`config.mk`:
```
export PLATFORM = sky130hd
export DESIGN_NAME = tbc_lowspeed
export DESIGN_NICKNAME = d
export VERILOG_FILES = /design/src/rtl/tbc_pkg.sv /design/src/rtl/tbc_trim_acc.sv /design/src/rtl/tbc_div.sv /design/src/rtl/tbc_tick_gen.sv /design/src/rtl/tbc_lowspeed.sv
export SDC_FILE = /design/constraint.sdc
export NUM_CORES = 1
export LEC_CHECK = 0
export ABC_AREA = 1
export ABC_CLOCK_PERIOD_IN_PS = 4300
export BUFFER_PORTS_ARGS = -buffer_cell sky130_fd_sc_hd__buf_2
export CAP_MARGIN = 25
export CORE_ASPECT_RATIO = 0.8
export CORE_UTILIZATION = 30
export CTS_CLUSTER_SIZE = 12
export DETAILED_ROUTE_END_ITERATION = 7
export GPL_TIMING_DRIVEN = 1
export REMOVE_ABC_BUFFERS = 1
export SLEW_MARGIN = 30
export SYNTH_ARGS = -nofsm -noshare
export SYNTH_HDL_FRONTEND = slang
export SYNTH_SLANG_ARGS = --single-unit
```
`constraint.sdc`:
```
create_clock -name clk_i -period 4.3 [get_ports clk_i]
set_clock_uncertainty 0.05 [all_clocks]
set_input_delay 0.86 -clock clk_i [delete_from_list [all_inputs] [get_ports clk_i]]
set_output_delay 0.86 -clock clk_i [all_outputs]
set_load 0.02 [all_outputs]
```
`src/rtl/tbc_pkg.sv`:
```
package tbc_pkg;
  typedef enum logic [1:0] {
    STEP_HOLD = 2'd0,
    STEP_ONE  = 2'd1,
    STEP_TWO  = 2'd2
  } step_e;
endpackage

```
`src/rtl/tbc_trim_acc.sv`:
```
module tbc_trim_acc
  import tbc_pkg::*;
#(
  parameter int CORR_W = 11,
  parameter int WIN_W  = 21   // must be >= CORR_W
) (
  input  logic              clk_i,
  input  logic              rst_ni,
  input  logic              wr_i,
  input  logic [CORR_W-1:0] wr_corr_i,
  input  logic              wr_trim_en_i,
  output step_e             step_o
);
  logic [CORR_W-1:0] corr_q;
  logic              en_q;
  logic [WIN_W-1:0]  acc_q;
  logic [CORR_W-1:0] mag;
  logic [WIN_W:0]    sum;
  logic              wrap;

  // magnitude; the most negative value maps to 2^(CORR_W-1) unsigned
  assign mag  = corr_q[CORR_W-1] ? (~corr_q + CORR_W'(1)) : corr_q;
  assign sum  = {1'b0, acc_q} + (WIN_W+1)'(mag);
  assign wrap = en_q & sum[WIN_W];

  always_ff @(posedge clk_i or negedge rst_ni) begin
    if (!rst_ni) begin
      corr_q <= '0;
      en_q   <= 1'b0;
      acc_q  <= '0;
    end else if (wr_i) begin
      corr_q <= wr_corr_i;
      en_q   <= wr_trim_en_i;
      acc_q  <= '0;
    end else if (en_q) begin
      acc_q  <= sum[WIN_W-1:0];
    end
  end

  always_comb begin
    if (!wrap)                  step_o = STEP_ONE;
    else if (corr_q[CORR_W-1])  step_o = STEP_HOLD;
    else                        step_o = STEP_TWO;
  end
endmodule

```
`src/rtl/tbc_div.sv`:
```
module tbc_div
  import tbc_pkg::*;
#(
  parameter int DIV_W = 15
) (
  input  logic             clk_i,
  input  logic             rst_ni,
  input  logic             clr_i,
  input  step_e            step_i,
  output logic [DIV_W-1:0] div_q_o,
  output logic [DIV_W-1:0] div_d_o
);
  logic [DIV_W-1:0] div_q;

  assign div_d_o = clr_i ? '0 : div_q + DIV_W'(step_i);
  assign div_q_o = div_q;

  always_ff @(posedge clk_i or negedge rst_ni) begin
    if (!rst_ni) div_q <= '0;
    else         div_q <= div_d_o;
  end
endmodule

```
`src/rtl/tbc_tick_gen.sv`:
```
module tbc_tick_gen #(
  parameter int N_TAPS = 13
) (
  input  logic              clk_i,
  input  logic              rst_ni,
  input  logic [N_TAPS-1:0] cur_i,
  input  logic [N_TAPS-1:0] nxt_i,
  output logic [N_TAPS-1:0] tick_o
);
  for (genvar k = 0; k < N_TAPS; k++) begin : g_tap
    always_ff @(posedge clk_i or negedge rst_ni) begin
      if (!rst_ni) tick_o[k] <= 1'b0;
      else         tick_o[k] <= nxt_i[k] & ~cur_i[k];
    end
  end
endmodule

```
`src/rtl/tbc_lowspeed.sv`:
```
module tbc_lowspeed
  import tbc_pkg::*;
#(
  parameter int CORR_W = 11,
  parameter int WIN_W  = 21,
  parameter int TAP_LO = 2,
  parameter int N_TAPS = 13
) (
  input  logic              clk_i,
  input  logic              rst_ni,
  input  logic              wr_i,
  input  logic [CORR_W-1:0] wr_corr_i,
  input  logic              wr_trim_en_i,
  input  logic              clr_i,
  output logic [N_TAPS-1:0] tick_o
);
  localparam int DIV_W = TAP_LO + N_TAPS;

  step_e            step;
  logic [DIV_W-1:0] div_q;
  logic [DIV_W-1:0] div_d;

  tbc_trim_acc #(.CORR_W(CORR_W), .WIN_W(WIN_W)) i_trim (
    .clk_i, .rst_ni, .wr_i, .wr_corr_i, .wr_trim_en_i,
    .step_o(step)
  );

  tbc_div #(.DIV_W(DIV_W)) i_div (
    .clk_i, .rst_ni, .clr_i,
    .step_i (step),
    .div_q_o(div_q),
    .div_d_o(div_d)
  );

  tbc_tick_gen #(.N_TAPS(N_TAPS)) i_tick (
    .clk_i, .rst_ni,
    .cur_i (div_q[DIV_W-1:TAP_LO]),
    .nxt_i (div_d[DIV_W-1:TAP_LO]),
    .tick_o
  );
endmodule

```
Yosys cells after proc, flatten, opt, wreduce, memory -nomap -nowiden
Index checks and enable logic that the tools add are counted.
{"block": "op_classes", "n_bitwise": 28, "n_reduce_logical": 1, "add_sub_neg": 3, "n_mux": 6}
{"operator": "2-to-1 mux 21 bit", "n": 2}
{"operator": "adder 21 x 11 -> 22 bit", "n": 1}
{"operator": "adder 15 x 2 -> 15 bit", "n": 1}
{"operator": "2-to-1 mux 15 bit", "n": 1}
{"operator": "AND 1 bit", "n": 14}
{"operator": "inverter 1 bit", "n": 13}
{"operator": "adder 11 x 1 -> 11 bit, second input constant", "n": 1}
{"operator": "2-to-1 mux 11 bit", "n": 1}
{"operator": "inverter 11 bit", "n": 1}
{"operator": "2-to-1 mux 2 bit", "n": 2}
{"operator": "nonzero test 2 bit", "n": 1}
{"block": "word_totals", "reg_bits": 61, "output_inout_bits": 13, "elab_cells": 55, "input_bits": 16}

Longest topological paths before layout
Gate-level depths: netlist of run 1.
{"block": "logic_depth", "ltp_word": 9, "mapped_depth": 24, "depth_no_buf": 24}

By module
From an unflattened synthesis of run 1, not the netlist that was laid out.
{"block": "hier_totals", "hier_cells": 462, "area_unflattened_um2": 3616.0}
{"mod": "tbc_trim_acc", "area_per_inst_um2": 2296.0, "instances": 1, "seq_area_each_um2": 825.8, "cells_each": 313}
{"mod": "tbc_div", "area_per_inst_um2": 864.6, "instances": 1, "seq_area_each_um2": 375.4, "cells_each": 110}
{"mod": "tbc_tick_gen", "area_per_inst_um2": 455.4, "instances": 1, "seq_area_each_um2": 325.3, "cells_each": 39}

Least setup slack after synthesis of run 1
Ideal clock, no wire load.
{"block": "synth_timing", "kind": "reg-to-reg", "from": "register i_trim.corr_q[0]", "to": "register i_tick.tick_o[4]", "path_stages_with_launch": 22, "setup_time_ns": 0.063, "required_time_ns": 4.187, "setup_slack_ns": 1.080, "arrival_ns": 3.107, "cell_sequence": "dfrtp_1 -> inv_1 -> ha_1 -> nand4_1 -> o21ai_0 -> xnor2_1 -> ha_1 -> nand2_1 -> nor2_1 -> and2_1 -> nand2_1 -> nand2_1 -> nand2_1 -> ha_1 -> fa_1 -> nand3_2 -> nor3_2 -> nand2_1 -> nand2_1 -> a21oi_2 -> nand2_1 -> inv_1"}
{"block": "synth_via", "elab_chain_cells": 9}
{"item": "start, declared", "line_no": "tbc_trim_acc.sv:14", "source": "logic [CORR_W-1:0] corr_q;"}
{"item": "start signal, assigned", "line_no": "tbc_trim_acc.sv:32", "source": "corr_q <= wr_corr_i;"}
{"item": "inverter 11 bit", "line_no": "tbc_trim_acc.sv:22", "source": "assign mag = corr_q[CORR_W-1] ? (~corr_q + CORR_W'(1)) : corr_q;"}
{"item": "adder 11 x 1 -> 11 bit", "line_no": "tbc_trim_acc.sv:22"}
{"item": "2-to-1 mux 11 bit (*)", "line_no": "tbc_trim_acc.sv:22"}
{"item": "adder 21 x 11 -> 22 bit (*)", "line_no": "tbc_trim_acc.sv:23", "source": "assign sum = {1'b0, acc_q} + (WIN_W+1)'(mag);"}
{"item": "AND 1 bit (*)", "line_no": "tbc_trim_acc.sv:24", "source": "assign wrap = en_q & sum[WIN_W];"}
{"item": "2-to-1 mux 2 bit (*)", "line_no": "tbc_trim_acc.sv:41", "source": "if (!wrap) step_o = STEP_ONE;"}
{"item": "adder 15 x 2 -> 15 bit (*)", "line_no": "tbc_div.sv:15", "source": "assign div_d_o = clr_i ? '0 : div_q + DIV_W'(step_i);"}
{"item": "2-to-1 mux 15 bit (*)", "line_no": "tbc_div.sv:15"}
{"item": "via div_d[6]", "line_no": "tbc_lowspeed.sv:21", "source": "logic [DIV_W-1:0] div_d;"}
{"item": "AND 1 bit (*)", "line_no": "tbc_tick_gen.sv:13", "source": "else tick_o[k] <= nxt_i[k] & ~cur_i[k];"}
{"item": "end signal, assigned by index", "line_no": "tbc_tick_gen.sv:13"}
{"item": "end, declared", "line_no": "tbc_tick_gen.sv:8", "source": "output logic [N_TAPS-1:0] tick_o"}
Mark *: on every way through the listed nets, which the timed path passes. The rest lies on a longest branch.
A chain may end at the register's enable or synchronous reset.

Worst setup path after layout of run 1
{"block": "layout_timing", "from": "register i_trim.corr_q[0]", "to": "register i_div.div_q[12], in the netlist i_div.div_q_o[12]"}
{"block": "layout_via", "elab_chain_cells": 8}
{"item": "inverter 11 bit", "line_no": "tbc_trim_acc.sv:22"}
{"item": "adder 11 x 1 -> 11 bit", "line_no": "tbc_trim_acc.sv:22"}
{"item": "2-to-1 mux 11 bit (*)", "line_no": "tbc_trim_acc.sv:22"}
{"item": "adder 21 x 11 -> 22 bit (*)", "line_no": "tbc_trim_acc.sv:23"}
{"item": "AND 1 bit (*)", "line_no": "tbc_trim_acc.sv:24"}
{"item": "2-to-1 mux 2 bit (*)", "line_no": "tbc_trim_acc.sv:41"}
{"item": "adder 15 x 2 -> 15 bit (*)", "line_no": "tbc_div.sv:15"}
{"item": "2-to-1 mux 15 bit (*)", "line_no": "tbc_div.sv:15"}
{"item": "via div_d[12]", "line_no": "tbc_lowspeed.sv:21"}
{"item": "end signal, assigned", "line_no": "tbc_div.sv:20", "source": "else div_q <= div_d_o;"}
{"item": "end, declared", "line_no": "tbc_div.sv:13", "source": "logic [DIV_W-1:0] div_q;"}
Marks and branches as above.

==> qor.yml, run 1 <==
synth-seq-area-share_pct: 43.7
cts.sinks: 61
htreeDepth: 3
rr_worst_depth: 20
drt_first_pass_iters: 4
cts_resized: 0
start_util_pct: 31.5
peakVddDrop_mv: 0.233
leakage_uw: 0.00210
track_usage_pct: 14.8
synth_edf_count: 0
critPathKind: "reg2reg"
place_hpwl_microns: 5860
drt-total-wl_microns: 8040
root_buffer: "clkbuf_16"
synth_ff_type: "dfrtp_1"
min_path_cells: 1
finalPower_uw: 1680
busiest_layer: "met2"
required_ps: 4450
fin_crit_sh_pct: 85.1
die_area_sq_um: 12100
hp-start: "i_div.div_q_o[12]"
hp-class: "reg2reg"
drt_iter0_markers: 132
min_to: "i_tick.tick_o[10]"
endpoint_kind: "register"
drive_gt1_share_pct: 11.7
grt_pass1_wl_microns: 14100
tightest_slew_ps: 820
drv_slew: 0
clkTransAtPathRegs_ps: 50
r2r-end: "i_div.div_q_o[12]"
antenna_cells: 0
setup_violations: 0
maxSlewHeadroom_pct: 45.3
crit_arrival_ps: 3810
die_h_microns: 98.5
core_sq_um: 11100
timing.final.crit_period_ps: 3660
max_freq_mhz: 273
status: "completed"
grt_pass1_vias: 2912
clkLatencyLatePin_ps: 320
drc_errors: 0
holdBufCountCts: 0
gr-usage-met2_pct: 22.1
cts_buffers: 9
netlist_area_sq_um: 3490
async_flop_share_pct: 100
ys.warnings.count: 0
yosysUniqueCellTypes: 35
synth-seq-cells: 61
postCtsSetupBuffers: 0
worstPathMaxFanout: 5
synth_cells: 459
final_antenna_net_count: 0
r2r_slack_ps: 640
area_growth_pct: 16.9
std_cell_rows: 34
grt_antenna_before_repair: 0
p_per_area_nw_per_um2: 412
avgRoutedWirePerCell_microns: 12.6
syn_area_per_cell_sq_um: 7.61
nets: 523
grt_max_degree: 36
ios: 29
cts_tree: "done"
setup-tns-final_ps: 0
vias: 3031
port_buffers: 28
die_w_microns: 123
drv_cap: 0
finalHoldViolations: 0
groute.layer.met3.usage_pct: 2.78
met1_usage_pct: 21.7
gp_congestion: 0.856
rsz0062_at_grt: "false"
cp-start-kind: "register"
r2r-start: "i_trim.corr_q[0]"
clk_path_buf_depth: 2
gr-total-overflow: 0
vias_per_cell: 4.74
==> synthesized netlist by cell type, types with 2 or more instances <==
| master | count | area share [%] |
|---|---|---|
| nor2_1 | 48 | 5.2 |
| ha_1 | 14 | 5.0 |
| buf_2 | 2 | 0.29 |
| a21oi_1 | 21 | 3.0 |
| nor4_1 | 2 | 0.36 |
| clkbuf_1 | 6 | 0.64 |
| nor3_1 | 13 | 1.9 |
| nand2_2 | 2 | 0.36 |
| nor2_2 | 2 | 0.36 |
| xnor2_1 | 4 | 1.0 |
| nand3b_1 | 3 | 0.64 |
| fa_1 | 2 | 1.1 |
| a31oi_1 | 3 | 0.54 |
| nand3_1 | 27 | 3.9 |
| inv_1 | 64 | 6.9 |
| nand3_2 | 2 | 0.57 |
| o21ai_0 | 23 | 3.3 |
| xor2_1 | 9 | 2.3 |
| nand4_1 | 7 | 1.3 |
| dfrtp_1 | 61 | 44 |
| nand2_1 | 129 | 14 |
| nor3_2 | 2 | 0.57 |
==> worst max-delay path: stages (launching register included) <==
cell and delay, ps:
dfrtp_1 380, inv_1 110, ha_1 230, nand4_1 160, o21ai_0 220, xnor2_1 150, ha_1 290, nand2_1 120
inv_1 50, nand2_1 60, nand2_1 70, a21oi_1 150, nand2_1 140, nand2_1 110, ha_1 190, fa_1 260
nand3_2 140, nor2_1 180, nand4_1 160, o21ai_0 240, a21oi_1 70
==> sequential cells by signal (all words and copies together), names as in the netlist <==
register / flops
i_trim.acc_q: 21
i_div.div_q_o: 15
i_tick.tick_o: 13
i_trim.corr_q: 11
i_trim.en_q: 1
==> power breakdown <==
group / switching [uW] / internal, uW
clock network: 250 / 462
registers: 27.2 / 608
logic: 216 / 119
total: 493 / 1190
==> cell usage in the layout (no fill, tap or decap), types with 2 or more instances in the layout <==
| master | Yosys | final |
|---|---|---|
| nand2_1 | 129 | 129 |
| inv_1 | 64 | 64 |
| dfrtp_1 | 61 | 61 |
| nor2_1 | 48 | 47 |
| buf_2 | 2 | 28 |
| nand3_1 | 27 | 27 |
| o21ai_0 | 23 | 23 |
| a21oi_1 | 21 | 21 |
| ha_1 | 14 | 14 |
| nor3_1 | 13 | 13 |
| xor2_1 | 9 | 9 |
| clkbuf_16 | 0 | 9 |
| nand4_1 | 7 | 7 |
| xnor2_1 | 4 | 4 |
| a31oi_1 | 3 | 3 |
| nand3b_1 | 3 | 3 |
| nor2_2 | 2 | 3 |
| nor4_1 | 2 | 2 |
| nand3_2 | 2 | 2 |
| nand2_2 | 2 | 2 |
| nor3_2 | 2 | 2 |
| fa_1 | 2 | 2 |
| clkbuf_1 | 6 | 2 |
| clkinv_2 | 0 | 2 |
==> metrics by stage <==
| step | cells | setup slack [ps] | hold slack [ps] | cell area, sq um | util (%) |
|---|---|---|---|---|---|
| after floorplan | 451 | 1080 | 358 | 3460 | - |
| after global placement | 624 | 813 | 388 | 3790 | 34.1 |
| after detailed placement | 624 | 683 | 380 | 3790 | 34.1 |
| after CTS | 640 | 624 | 395 | 4080 | 36.8 |
| after global routing | 640 | 295 | 404 | 4090 | 36.8 |
| final | 640 | 639 | 386 | 4090 | 36.8 |
==> cells by family after synthesis <==
group | count (synthesis) | synth area share (%)
flops | 61 | 43.7
xor+xnor | 13 | 3.26
fa+ha+maj | 16 | 6.16
buf+inv | 73 | 7.92
simple gates | 243 | 30.8
compound gates | 53 | 8.13
==> layer usage <==
metal  share of wire (%)  wire length (microns)
met1                  51                   4060
met4                0.81                     65
met5                   0                      0
met3                 4.4                    356
met2                  44                   3550
==> area by class of cell <==
| type | instances | area [sq um] |
|---|---|---|
| inverter | 65 | 244 |
| tap | 144 | 180 |
| multi-input combinational | 325 | 1690 |
| fill | 1114 | 7020 |
| timing repair buffer | 29 | 148 |
| clock buffer | 12 | 246 |
| clock inverter | 4 | 47.5 |
| sequential | 61 | 1530 |
==> worst max-delay path by stage <==
| stage | start | endpoint | slack (ps) |
|---|---|---|---|
| global placement | i_trim.corr_q[10] | i_div.div_q_o[14] | 810 |
| floorplan | i_trim.corr_q[0] | i_tick.tick_o[4] | 1080 |
| finish | i_trim.corr_q[0] | i_div.div_q_o[12] | 640 |
| detailed placement | i_trim.corr_q[0] | i_div.div_q_o[14] | 680 |
| global route | i_trim.corr_q[1] | i_div.div_q_o[12] | 300 |
| CTS | i_trim.corr_q[0] | i_div.div_q_o[12] | 620 |
Note: power is estimated with default switching activity, not from simulation.
==> run 2, diff against run 1 <==
- CORE_UTILIZATION: 30 -> 35
==> qor.yml, run 2 (synthesis results as in run 1) <==
finalHoldViolations: 0  # unchanged
std_cell_rows: 32  # was 34
peakVddDrop_mv: 0.263  # was 0.233 mV
gr-total-overflow: 0  # unchanged
antenna_cells: 0  # unchanged
gp_congestion: 0.862  # was 0.856
cts_buffers: 9  # unchanged
maxSlewHeadroom_pct: 39.8  # was 45.3%
critPathKind: "reg2reg"  # unchanged
die_area_sq_um: 10400  # was 12,100 sq um
avgRoutedWirePerCell_microns: 12.3  # was 12.6 microns
drt_first_pass_iters: 4  # unchanged
start_util_pct: 36.2  # was 31.5%
timing.final.crit_period_ps: 3650  # was 3660 ps
drv_slew: 0  # unchanged
r2r-start: "i_trim.corr_q[0]"  # unchanged
required_ps: 4520  # was 4450 ps
port_buffers: 28  # unchanged
core_sq_um: 9650  # was 11,100 sq um
grt_pass1_vias: 2847  # was 2,912
setup-tns-final_ps: 0  # unchanged
grt_max_degree: 41  # was 36
root_buffer: "clkbuf_16"  # unchanged
cp-start-kind: "register"  # unchanged
place_hpwl_microns: 5800  # was 5860 microns
seq_area_sq_um: 1530  # unchanged
clkTransAtPathRegs_ps: 60  # was 50 ps
p_per_area_nw_per_um2: 416  # was 412 nW/um^2
cts.sinks: 61  # unchanged
worstPathMaxFanout: 5  # unchanged
endpoint_kind: "register"  # unchanged
holdBufCountCts: 0  # unchanged
setup_violations: 0  # unchanged
final_antenna_net_count: 0  # unchanged
fin_crit_sh_pct: 84.8  # was 85.1%
final_common_cell: "nand2_1"  # unchanged
track_usage_pct: 16.3  # was 14.8%
tightest_slew_ps: 900  # was 820 ps
crit_arrival_ps: 3870  # was 3810 ps
rsz0062_at_grt: "false"  # unchanged
fin_util_pct: 42.3  # was 36.8%
leakage_uw: 0.00210  # about the same
multi_input_area_sq_um: 1690  # about the same
grt_pass1_wl_microns: 13300  # was 14,100 microns
grt_antenna_before_repair: 0  # unchanged
clkLatencyLatePin_ps: 330  # was 320 ps
area_growth_pct: 16.9  # about the same
vias: 3021  # was 3,031
max_freq_mhz: 274  # was 273 MHz
nets: 523  # unchanged
clk_path_buf_depth: 2  # unchanged
die_h_microns: 91.4  # was 98.5 microns
drv_cap: 0  # unchanged
drc_errors: 0  # unchanged
cts_tree: "done"  # unchanged
htreeDepth: 3  # unchanged
postCtsSetupBuffers: 0  # unchanged
hp-start: "i_div.div_q_o[12]"  # unchanged
vias_per_cell: 4.79  # was 4.74
startpoint: "i_trim.corr_q[0]"  # unchanged
drt_iter0_markers: 140  # was 132
hp-class: "reg2reg"  # unchanged
largest_register_ffs: 21  # unchanged
drt-total-wl_microns: 7780  # was 8040 microns
filler_cell_count: 981  # was 1,114
status: "completed"  # unchanged
drive_gt1_share_pct: 11.5  # was 11.7%
ios: 29  # unchanged
regMostFlops: "i_trim.acc_q"  # unchanged
die_w_microns: 114  # was 123 microns
layout_common_cells: "129 x nand2_1, 64 x inv_1, 61 x dfrtp_1"  # unchanged
cts_resized: 0  # unchanged
[run 2: metal layers]
layer	track usage [%]	vias up	part of all wire, %
li1	-	1526	-
met3	4.34	11	4.6
met4	4.28	0	1.2
met2	23.9	60	42
met1	23.7	1424	52
met5	0	-	0
[run 2: layout make-up]
class | count | share of cell area [%]
Tap cell | 136 | 4.17
Multi-Input combinational cell | 325 | 41.4
Clock buffer | 12 | 6.28
Clock inverter | 3 | 1.10
Timing Repair Buffer | 29 | 3.68
Inverter | 65 | 5.98
Sequential cell | 61 | 37.4
[run 2: worst max-delay path, stage by stage, from the launching register on]
cell,delay (ps)
dfrtp_1,380
inv_1,110
ha_1,220
nand4_1,180
o21ai_0,240
xnor2_1,100
ha_1,360
nand2_1,100
nor2_1,150
and2_1,140
nand2_1,50
nand2_1,140
nand2_1,90
ha_1,220
fa_1,450
nand3_2,140
nor3_2,60
nand2_1,90
o21ai_1,60
nor2_1,140
nand2_1,70
inv_1,50
[run 2: final timing paths]
path | slack (ps) | depth (start not counted) | end
setup / recovery | 650 | 21 | i_tick.tick_o[6]
hold / removal | 390 | 1 | i_tick.tick_o[10]
setup reg to reg | 650 | 21 | i_tick.tick_o[6]
hold reg to reg | 390 | 1 | i_tick.tick_o[10]
max in group asynchronous | 3040 | 2 | i_trim.acc_q[11]
min in group asynchronous | 460 | 1 | i_trim.corr_q[6]
[run 2: where the power goes]
group | total, uW | switching (uW) | internal (uW)
logic | 333 | 214 | 119
clock network | 729 | 252 | 477
registers | 636 | 28.1 | 608
total | 1700 | 494 | 1200
[run 2: per-stage QoR]
stage / worst slack (ps) / cell area [sq um] / total power, uW / cells / hold WS, ps
3_3_place_gp: 829 / 3780 / 967 / 616 / 385
5_1_grt: 327 / 4080 / 1790 / 631 / 419
4_1_cts: 677 / 4080 / 1710 / 631 / 400
2_1_floorplan: 1080 / 3460 / 881 / 451 / 358
3_5_place_dp: 695 / 3780 / 977 / 616 / 396
6_report: 653 / 4080 / 1700 / 631 / 387
